## config.mk

```make
export PLATFORM = sky130hd
export DESIGN_NAME = bm_irq_ctrl
export DESIGN_NICKNAME = d
export VERILOG_FILES = /design/src/rtl/bm_irq_pkg.sv /design/src/rtl/bm_irq_src_cell.sv /design/src/rtl/bm_irq_regif.sv /design/src/rtl/bm_irq_pin.sv /design/src/rtl/bm_irq_ctrl.sv
export SDC_FILE = /design/constraint.sdc
export NUM_CORES = 1
export LEC_CHECK = 0
export BUFFER_PORTS_ARGS = -buffer_cell sky130_fd_sc_hd__buf_2
export CAP_MARGIN = 0
export CORE_AREA = 4 4 41 43
export CTS_CLUSTER_SIZE = 16
export DETAILED_ROUTE_END_ITERATION = 10
export DIE_AREA = 0 0 45 47
export SYNTH_ARGS = -nofsm -noshare
export SYNTH_HDL_FRONTEND = slang
export SYNTH_SLANG_ARGS = --single-unit
```

## constraint.sdc

```tcl
create_clock -name clk_i -period 1 [get_ports clk_i]
set_clock_uncertainty 0.15 [all_clocks]
set_input_delay 0.05 -clock clk_i [delete_from_list [all_inputs] [get_ports clk_i]]
set_output_delay 0.05 -clock clk_i [all_outputs]
set_load 0.005 [all_outputs]
```

## src/rtl/bm_irq_pkg.sv

```systemverilog
package bm_irq_pkg;
  localparam int unsigned NUM_SRC  = 3;
  localparam int unsigned STAT_LSB = 0;
  localparam int unsigned EN_LSB   = 4;
  localparam int unsigned REG_W    = 8;

  typedef enum logic [1:0] {
    SRC_RD_DONE  = 2'd0,
    SRC_WR_DONE  = 2'd1,
    SRC_XFER_ERR = 2'd2
  } src_e;
endpackage

```

## src/rtl/bm_irq_src_cell.sv

```systemverilog
module bm_irq_src_cell (
  input  logic clk_i,
  input  logic rst_ni,
  input  logic event_i,
  input  logic clr_i,
  input  logic en_we_i,
  input  logic en_wdata_i,
  output logic st_o,
  output logic en_o,
  output logic req_o
);
  logic st_q, en_q;

  // set has priority over a clear in the same cycle
  always_ff @(posedge clk_i or negedge rst_ni) begin
    if (!rst_ni) st_q <= 1'b0;
    else         st_q <= event_i | (st_q & ~clr_i);
  end

  always_ff @(posedge clk_i or negedge rst_ni) begin
    if (!rst_ni)      en_q <= 1'b0;
    else if (en_we_i) en_q <= en_wdata_i;
  end

  assign st_o  = st_q;
  assign en_o  = en_q;
  assign req_o = st_q & en_q;
endmodule

```

## src/rtl/bm_irq_regif.sv

```systemverilog
module bm_irq_regif #(
  parameter int unsigned NUM_SRC  = bm_irq_pkg::NUM_SRC,
  parameter int unsigned STAT_LSB = bm_irq_pkg::STAT_LSB,
  parameter int unsigned EN_LSB   = bm_irq_pkg::EN_LSB,
  parameter int unsigned REG_W    = bm_irq_pkg::REG_W
) (
  input  logic               we_i,
  input  logic [REG_W-1:0]   wdata_i,
  input  logic [NUM_SRC-1:0] st_i,
  input  logic [NUM_SRC-1:0] en_i,
  output logic [NUM_SRC-1:0] clr_o,
  output logic               en_we_o,
  output logic [NUM_SRC-1:0] en_wdata_o,
  output logic [REG_W-1:0]   rdata_o
);
  assign en_we_o    = we_i;
  assign en_wdata_o = wdata_i[EN_LSB +: NUM_SRC];
  assign clr_o      = we_i ? wdata_i[STAT_LSB +: NUM_SRC] : '0;

  // unassigned positions read as zero
  always_comb begin
    rdata_o = '0;
    rdata_o[STAT_LSB +: NUM_SRC] = st_i;
    rdata_o[EN_LSB +: NUM_SRC]   = en_i;
  end
endmodule

```

## src/rtl/bm_irq_pin.sv

```systemverilog
module bm_irq_pin #(
  parameter int unsigned NUM_SRC = bm_irq_pkg::NUM_SRC
) (
  input  logic               clk_i,
  input  logic               rst_ni,
  input  logic [NUM_SRC-1:0] req_i,
  input  logic               mbox_i,
  output logic               irq_n_o
);
  logic irq_n_q;

  always_ff @(posedge clk_i or negedge rst_ni) begin
    if (!rst_ni) irq_n_q <= 1'b1;
    else         irq_n_q <= ~((|req_i) | mbox_i);
  end

  assign irq_n_o = irq_n_q;
endmodule

```

## src/rtl/bm_irq_ctrl.sv

```systemverilog
module bm_irq_ctrl #(
  parameter int unsigned NUM_SRC  = bm_irq_pkg::NUM_SRC,
  parameter int unsigned STAT_LSB = bm_irq_pkg::STAT_LSB,
  parameter int unsigned EN_LSB   = bm_irq_pkg::EN_LSB,
  parameter int unsigned REG_W    = bm_irq_pkg::REG_W
) (
  input  logic             clk_i,
  input  logic             rst_ni,
  input  logic             rd_zero_i,
  input  logic             wr_zero_i,
  input  logic             xfer_err_i,
  input  logic             mbox_irq_i,
  input  logic             reg_we_i,
  input  logic [REG_W-1:0] reg_wdata_i,
  output logic [REG_W-1:0] reg_rdata_o,
  output logic             irq_n_o
);
  import bm_irq_pkg::*;

  logic [NUM_SRC-1:0] ev, st, en, req, clr, en_wdata;
  logic               en_we;

  assign ev[SRC_RD_DONE]  = rd_zero_i;
  assign ev[SRC_WR_DONE]  = wr_zero_i;
  assign ev[SRC_XFER_ERR] = xfer_err_i;

  for (genvar i = 0; i < NUM_SRC; i++) begin : g_src
    bm_irq_src_cell u_cell (
      .clk_i     (clk_i),
      .rst_ni    (rst_ni),
      .event_i   (ev[i]),
      .clr_i     (clr[i]),
      .en_we_i   (en_we),
      .en_wdata_i(en_wdata[i]),
      .st_o      (st[i]),
      .en_o      (en[i]),
      .req_o     (req[i])
    );
  end

  bm_irq_regif #(
    .NUM_SRC(NUM_SRC), .STAT_LSB(STAT_LSB), .EN_LSB(EN_LSB), .REG_W(REG_W)
  ) u_regif (
    .we_i      (reg_we_i),
    .wdata_i   (reg_wdata_i),
    .st_i      (st),
    .en_i      (en),
    .clr_o     (clr),
    .en_we_o   (en_we),
    .en_wdata_o(en_wdata),
    .rdata_o   (reg_rdata_o)
  );

  bm_irq_pin #(.NUM_SRC(NUM_SRC)) u_pin (
    .clk_i  (clk_i),
    .rst_ni (rst_ni),
    .req_i  (req),
    .mbox_i (mbox_irq_i),
    .irq_n_o(irq_n_o)
  );
endmodule

```

==> results of run 1 <==
==> area by class of cell <==
| type | count | area share (%) |
|---|---|---|
| flip-flops and latches | 7 | 30.45 |
| multi-input cells | 13 | 16.63 |
| repair buffers | 34 | 45.14 |
| well taps | 15 | 3.240 |
| clock buffers | 4 | 4.536 |
==> path summary, 6_finish.rpt <==
kind | start | slack, ns | end | depth (start not counted)
min | reg_we_i | -0.009 | g_src[0].u_cell.en_o | 2
min in group asynchronous | rst_ni | 0.03 | g_src[0].u_cell.st_o | 2
max in group asynchronous | rst_ni | 0.45 | u_pin.irq_n_o | 2
max reg2reg | g_src[1].u_cell.st_o | 0.01 | u_pin.irq_n_o | 2
min reg2reg | g_src[0].u_cell.st_o | 0.36 | g_src[0].u_cell.st_o | 1
max | g_src[1].u_cell.st_o | -0.06 | reg_rdata_o[1] | 2
==> registers in the layout, indices dropped and copies added (netlist names) <==
register	flops
u_pin.irq_n_o	1
g_src.u_cell.en_o	3
g_src.u_cell.st_o	3
==> power by group <==
group          switching [mW]  leakage (nW)  internal [mW]
Clock                   0.106        0.0150          0.152
Combinational          0.0531         0.190          0.109
Sequential             0.0160        0.0755          0.309
==> what timing repair did <==
item	in CTS	in global routing
endpoints found under the hold margin	14	4
gates cloned	0	0
pin swaps	0	0
buffers inserted	2	0
gates resized for setup	4	1
setup endpoints to repair	5	8
==> layer usage <==
metal | vias to the layer above | share of wire (%)
met3 | 0 | 13
met1 | 132 | 38
met2 | 25 | 49
met4 | 0 | 0
li1 | 147 | -
met5 | - | 0
==> placed cells by master (no fill, tap or decap) <==
cell	n
buf_2	16
dlygate4sd3_1	11
dfrtp_1	6
buf_6	5
nand2_1	3
a21o_1	3
mux2_2	3
clkbuf_4	3
conb_1	2
buf_4	2
a22o_1	1
a211oi_2	1
clkbuf_1	1
dfstp_2	1
==> through the flow <==
stage	power (mW)	instance area (um2)	cells	setup WS [ns]	hold slack [ns]
after floorplan	0.3964	332.8	28	0.04521	-0.3956
after global placement	0.4299	401.6	56	0.03146	-0.2607
after detailed placement	0.4313	401.6	56	0.02245	-0.2587
after CTS	0.7568	573.1	73	-0.07776	-0.02145
after global routing	0.7958	579.3	73	-0.1117	-0.01877
final	0.7460	579.3	73	-0.06163	-0.008738
==> kinds of logic after synthesis <==
| logic type | count (synthesis) | share of synthesized area [%] |
|---|---|---|
| AND/OR/NAND/NOR | 3 | 3.422 |
| multiplexers | 3 | 10.27 |
| AO/OA/AOI/OAI | 5 | 13.31 |
| other | 1 | 1.140 |
| flip-flops | 7 | 53.61 |
| buffers and inverters | 8 | 18.25 |
==> flow_metrics.env, run 1 <==
export IMPL_critPathArrivalTime_ns=0.86
export IMPL_die_area_um2=2115
export IMPL_use_met3_pct=7.663
export IMPL_vias=304
export IMPL_critical_path_top_delay_family="flip-flops"
export IMPL_yosysMostFrequentCell="buf_4"
export IMPL_grt_start_max_net_pins=8
export IMPL_grt_pass1_wl_um=1407
export IMPL_finalCritPeriodShare_pct=106.2
export IMPL_finalMaxSlewViolations=0
export IMPL_cts_root_buf="clkbuf_4"
export IMPL_fin_hold_ws_ns=-0.008738
export IMPL_yosysTopAreaCell="dfrtp_1"
export IMPL_use_met2_pct=16.95
export IMPL_ios=24
export IMPL_power_density_nw_per_um2=1288
export IMPL_cts_reportedPaths_clkPinSlew_ns=0.05
export IMPL_wire_per_inst_um=12.36
export IMPL_required_ns=0.80
export IMPL_track_usage_pct=10.06
export IMPL_cts_sinks=7
export IMPL_cp_end_kind="output pin"
export IMPL_synthArstFlopShare_pct=100.0
export IMPL_multi_input_area_um2=96.34
export IMPL_grt_use_met1_pct=10.07
export IMPL_setup_worst_path_start_class="flip-flop"
export IMPL_outcome="finished, violations left"
export IMPL_cp_max_fo=2
export IMPL_avgSynthCellArea_um2=12.19
export IMPL_layout_setup_ws_ns=-0.06163
export IMPL_clk_latency_ns=0.25
export IMPL_synth_top_area_share_pct=45.63
export IMPL_grt_pass1_vias=329
export IMPL_critical_path_max_stage_delay_ns=0.38
export IMPL_cp_buffers_inverters=2
export IMPL_viasPerCell=4.164
export IMPL_port_buffers=19
export IMPL_leakagePower_nw=0.2803
export IMPL_fillers=129
export IMPL_die_x_um=45
export IMPL_grt_ovfl_total=0
export IMPL_tns_ns=-0.1773
export IMPL_cts_tree="built"
export IMPL_cp_slowest_cell="dfrtp_1"
export IMPL_antennaDiodeCount=0
export IMPL_yosysSeqAreaShare_pct=53.61
export IMPL_detail_route_antenna_nets=0
export IMPL_gp_congestion=0.6597
export IMPL_synthTopCellsByCount="buf_4 (8), dfrtp_1 (6), a21o_1 (3), mux2_2 (3), nand2_1 (3)"
export IMPL_drtIter0Drc=3
export IMPL_synth_edff_count=0
export IMPL_hold_class="in2reg"
export IMPL_yosys_top_cells_area="dfrtp_1 (46%), buf_4 (18%), mux2_2 (10%)"
export IMPL_drtPass1Iterations=2
export IMPL_htreeDepth=1
export IMPL_finalSetupViolCount=3
export IMPL_wl_um=902
export IMPL_critPathKind="reg2out"
export IMPL_synth_cell_types=9
export IMPL_drive_above_1_share_pct=53.45
export IMPL_netlist_area_um2=329.1
export IMPL_cpMostUsedCell="buf_6"
export IMPL_path_cells="buf_6 > buf_6"
export IMPL_hold_violations=5
export IMPL_rsz0062_at_grt="true"
export IMPL_fin_util_pct=44.52
export IMPL_coreArea_um2=1301
export IMPL_yosys_warnings=0
export IMPL_fp_dieH_um=47
export IMPL_ys_ff_latch=7
export IMPL_nNetsFinal=74
export IMPL_antenna_found_initial=0
export IMPL_rows=13
export IMPL_hold_buffers=11
export IMPL_route_detailed_drc=0
export IMPL_max_freq_mhz=942.0
export IMPL_area_delta_synth_final_pct=76.05
export IMPL_start_util_pct=25.29
export IMPL_ir_drop_mv=0.6419
export IMPL_grt_busiest_layer="met2"
export IMPL_synth_flop_cell="dfrtp_1"
export IMPL_cts_buffers=3
export IMPL_clock_path_buffers=2
export IMPL_seqCellArea_um2=176.4
export IMPL_synthCells=27
export IMPL_violations="negative hold slack, negative setup slack"
export IMPL_cap_violations=0
export IMPL_min_period_ns=1.062
No activity file was read; power rests on OpenSTA's default activity.
==> run 2, diff against run 1 <==
- CELL_PAD_IN_SITES_DETAIL_PLACEMENT: unset -> 0
- CELL_PAD_IN_SITES_GLOBAL_PLACEMENT: unset -> 1
- PLACE_DENSITY_LB_ADDON: unset -> 0.1
==> flow_metrics.env, run 2 (same netlist as run 1, synthesis figures left out) <==
export IMPL_rows=13
export IMPL_outcome="finished, violations left"
export IMPL_port_buffers=19
export IMPL_max_freq_mhz=952.8
export IMPL_intPower_mw=0.5538
export IMPL_finalMaxSlewViolations=0
export IMPL_grt_pass1_wl_um=1117
export IMPL_hold_class="in2reg"
export IMPL_antennaDiodeCount=0
export IMPL_die_area_um2=2115
export IMPL_fillers=142
export IMPL_antenna_found_initial=0
export IMPL_startpoint="u_pin.irq_n_o"
export IMPL_setup_worst_path_start_class="flip-flop"
export IMPL_start_util_pct=25.29
export IMPL_required_ns=0.80
export IMPL_grt_ovfl_total=0
export IMPL_cp_max_fo=1
export IMPL_tns_ns=-0.09842
export IMPL_layout_common_cells="buf_2 (18), dlygate4sd3_1 (11), dfrtp_1 (6)"
export IMPL_fin_util_pct=42.12
export IMPL_final_common_cell="buf_2"
export IMPL_critPathArrivalTime_ns=0.85
export IMPL_seqPwrFrac_pct=45.8
export IMPL_cts_sinks=7
export IMPL_p_sw_mw=0.1540
export IMPL_cp_end_kind="output pin"
export IMPL_min_period_ns=1.050
export IMPL_nNetsFinal=72
export IMPL_ios=24
export IMPL_fin_cells=71
export IMPL_path_cells="buf_2"
export IMPL_r2r_end="u_pin.irq_n_o"
export IMPL_cp_slowest_cell="dfstp_2"
export IMPL_critical_path_max_stage_delay_ns=0.51
export IMPL_route_detailed_drc=0
export IMPL_hold_violations=0
export IMPL_path_depth=1
export IMPL_rsz0062_at_grt="true"
export IMPL_ir_drop_mv=0.5921
export IMPL_clk_latency_ns=0.24
export IMPL_finalCritPeriodShare_pct=105.0
export IMPL_wl_um=706
export IMPL_htreeDepth=1
export IMPL_coreArea_um2=1301
export IMPL_track_usage_pct=7.649
export IMPL_drive_above_1_share_pct=51.79
export IMPL_hpwlAfterDp_um=544
export IMPL_gp_congestion=0.6516
export IMPL_drtIter0Drc=4
export IMPL_cp_buffers_inverters=1
export IMPL_clock_path_buffers=2
export IMPL_violations="negative setup slack"
export IMPL_viasPerCell=3.803
export IMPL_cts_buffers=3
export IMPL_combPwrFrac_pct=19.7
export IMPL_multi_input_area_um2=96.34
export IMPL_p_total_mw=0.7078
export IMPL_cts_reportedPaths_clkPinSlew_ns=0.05
export IMPL_cap_violations=0
export IMPL_grt_start_max_net_pins=8
export IMPL_detail_route_antenna_nets=0
export IMPL_cts_tree="built"
export IMPL_vias=270
export IMPL_netSwitchingFraction_pct=21.75
export IMPL_cp_endpoint="irq_n_o"
export IMPL_die_x_um=45
export IMPL_leakagePower_nw=0.2656
export IMPL_power_density_nw_per_um2=1292
export IMPL_reg2reg_depth=2
export IMPL_seqCellArea_um2=176.4
export IMPL_drtPass1Iterations=2
export IMPL_fp_dieH_um=47
export IMPL_placedCellCount=55
export IMPL_grt_pass1_vias=245
export IMPL_rrSetupSlack_ns=0.01
export IMPL_finalSetupViolCount=2
export IMPL_r2r_start="g_src[1].u_cell.st_o"
export IMPL_critPathKind="reg2out"
export IMPL_layout_setup_ws_ns=-0.04954
export IMPL_cts_root_buf="clkbuf_4"
export IMPL_critical_path_top_delay_family="flip-flops"
export IMPL_wire_per_inst_um=9.944
export IMPL_area_delta_synth_final_pct=66.54
export IMPL_power_frac_clock_pct=34.5
run 2: changes by cell type in the layout (fill, tap and decap cells not counted):
| cell | change |
|---|---|
| buf_2 | +2 |
| buf_4 | -1 |
| buf_6 | -3 |
run 2: routing by layer:
| layer | GRT usage [%] | share of wire, % |
|---|---|---|
| met1 | 10.02 | 45 |
| met4 | 1.754 | 0 |
| met3 | 4.981 | 12 |
| met2 | 10.45 | 43 |
| met5 | 0 | 0 |
run 2: through the flow:
step,setup WS (ns),hold WS (ns),instance area (um2)
finish,-0.04954,0.01428,548.0
global route,-0.08821,0.01695,548.0
CTS,-0.06330,0.009006,540.5
detailed placement,0.02326,-0.2624,394.1
global placement,0.02340,-0.2613,394.1
floorplan,0.04521,-0.3956,332.8
run 2: cell type report:
| type | instances | area share (%) |
|---|---|---|
| repair buffers | 32 | 42.01 |
| well taps | 15 | 3.425 |
| clock buffers | 4 | 4.795 |
| multi-input cells | 13 | 17.58 |
| flip-flops and latches | 7 | 32.19 |
run 2: power groups by stage:
stage | registers [mW] | logic [mW] | clock network (mW)
after floorplan | 0.328 | 0.0687 | 0
after global placement | 0.329 | 0.0964 | 0
after detailed placement | 0.330 | 0.0978 | 0
after global routing | 0.328 | 0.154 | 0.278
final | 0.324 | 0.139 | 0.244
after CTS | 0.326 | 0.137 | 0.257
run 2: how the worst min path moves through the flow:
stage,start,to,slack (ns),cells past startpoint
after floorplan,rst_ni,g_src[0].u_cell.en_o,-0.40,0
after global placement,rst_ni,g_src[0].u_cell.st_o,-0.26,1
after detailed placement,rst_ni,g_src[0].u_cell.st_o,-0.26,1
after CTS,reg_we_i,g_src[0].u_cell.st_o,0.009,3
after global routing,reg_we_i,g_src[2].u_cell.st_o,0.02,3
final,reg_we_i,g_src[0].u_cell.st_o,0.01,3
run 2: repair_timing:
item / in CTS / in global routing
setup buffers: 0 / 1
gates resized for setup: 2 / 0
setup endpoints to repair: 2 / 7
hold endpoints to repair: 14 / 0
hold buffers: 11 / 0
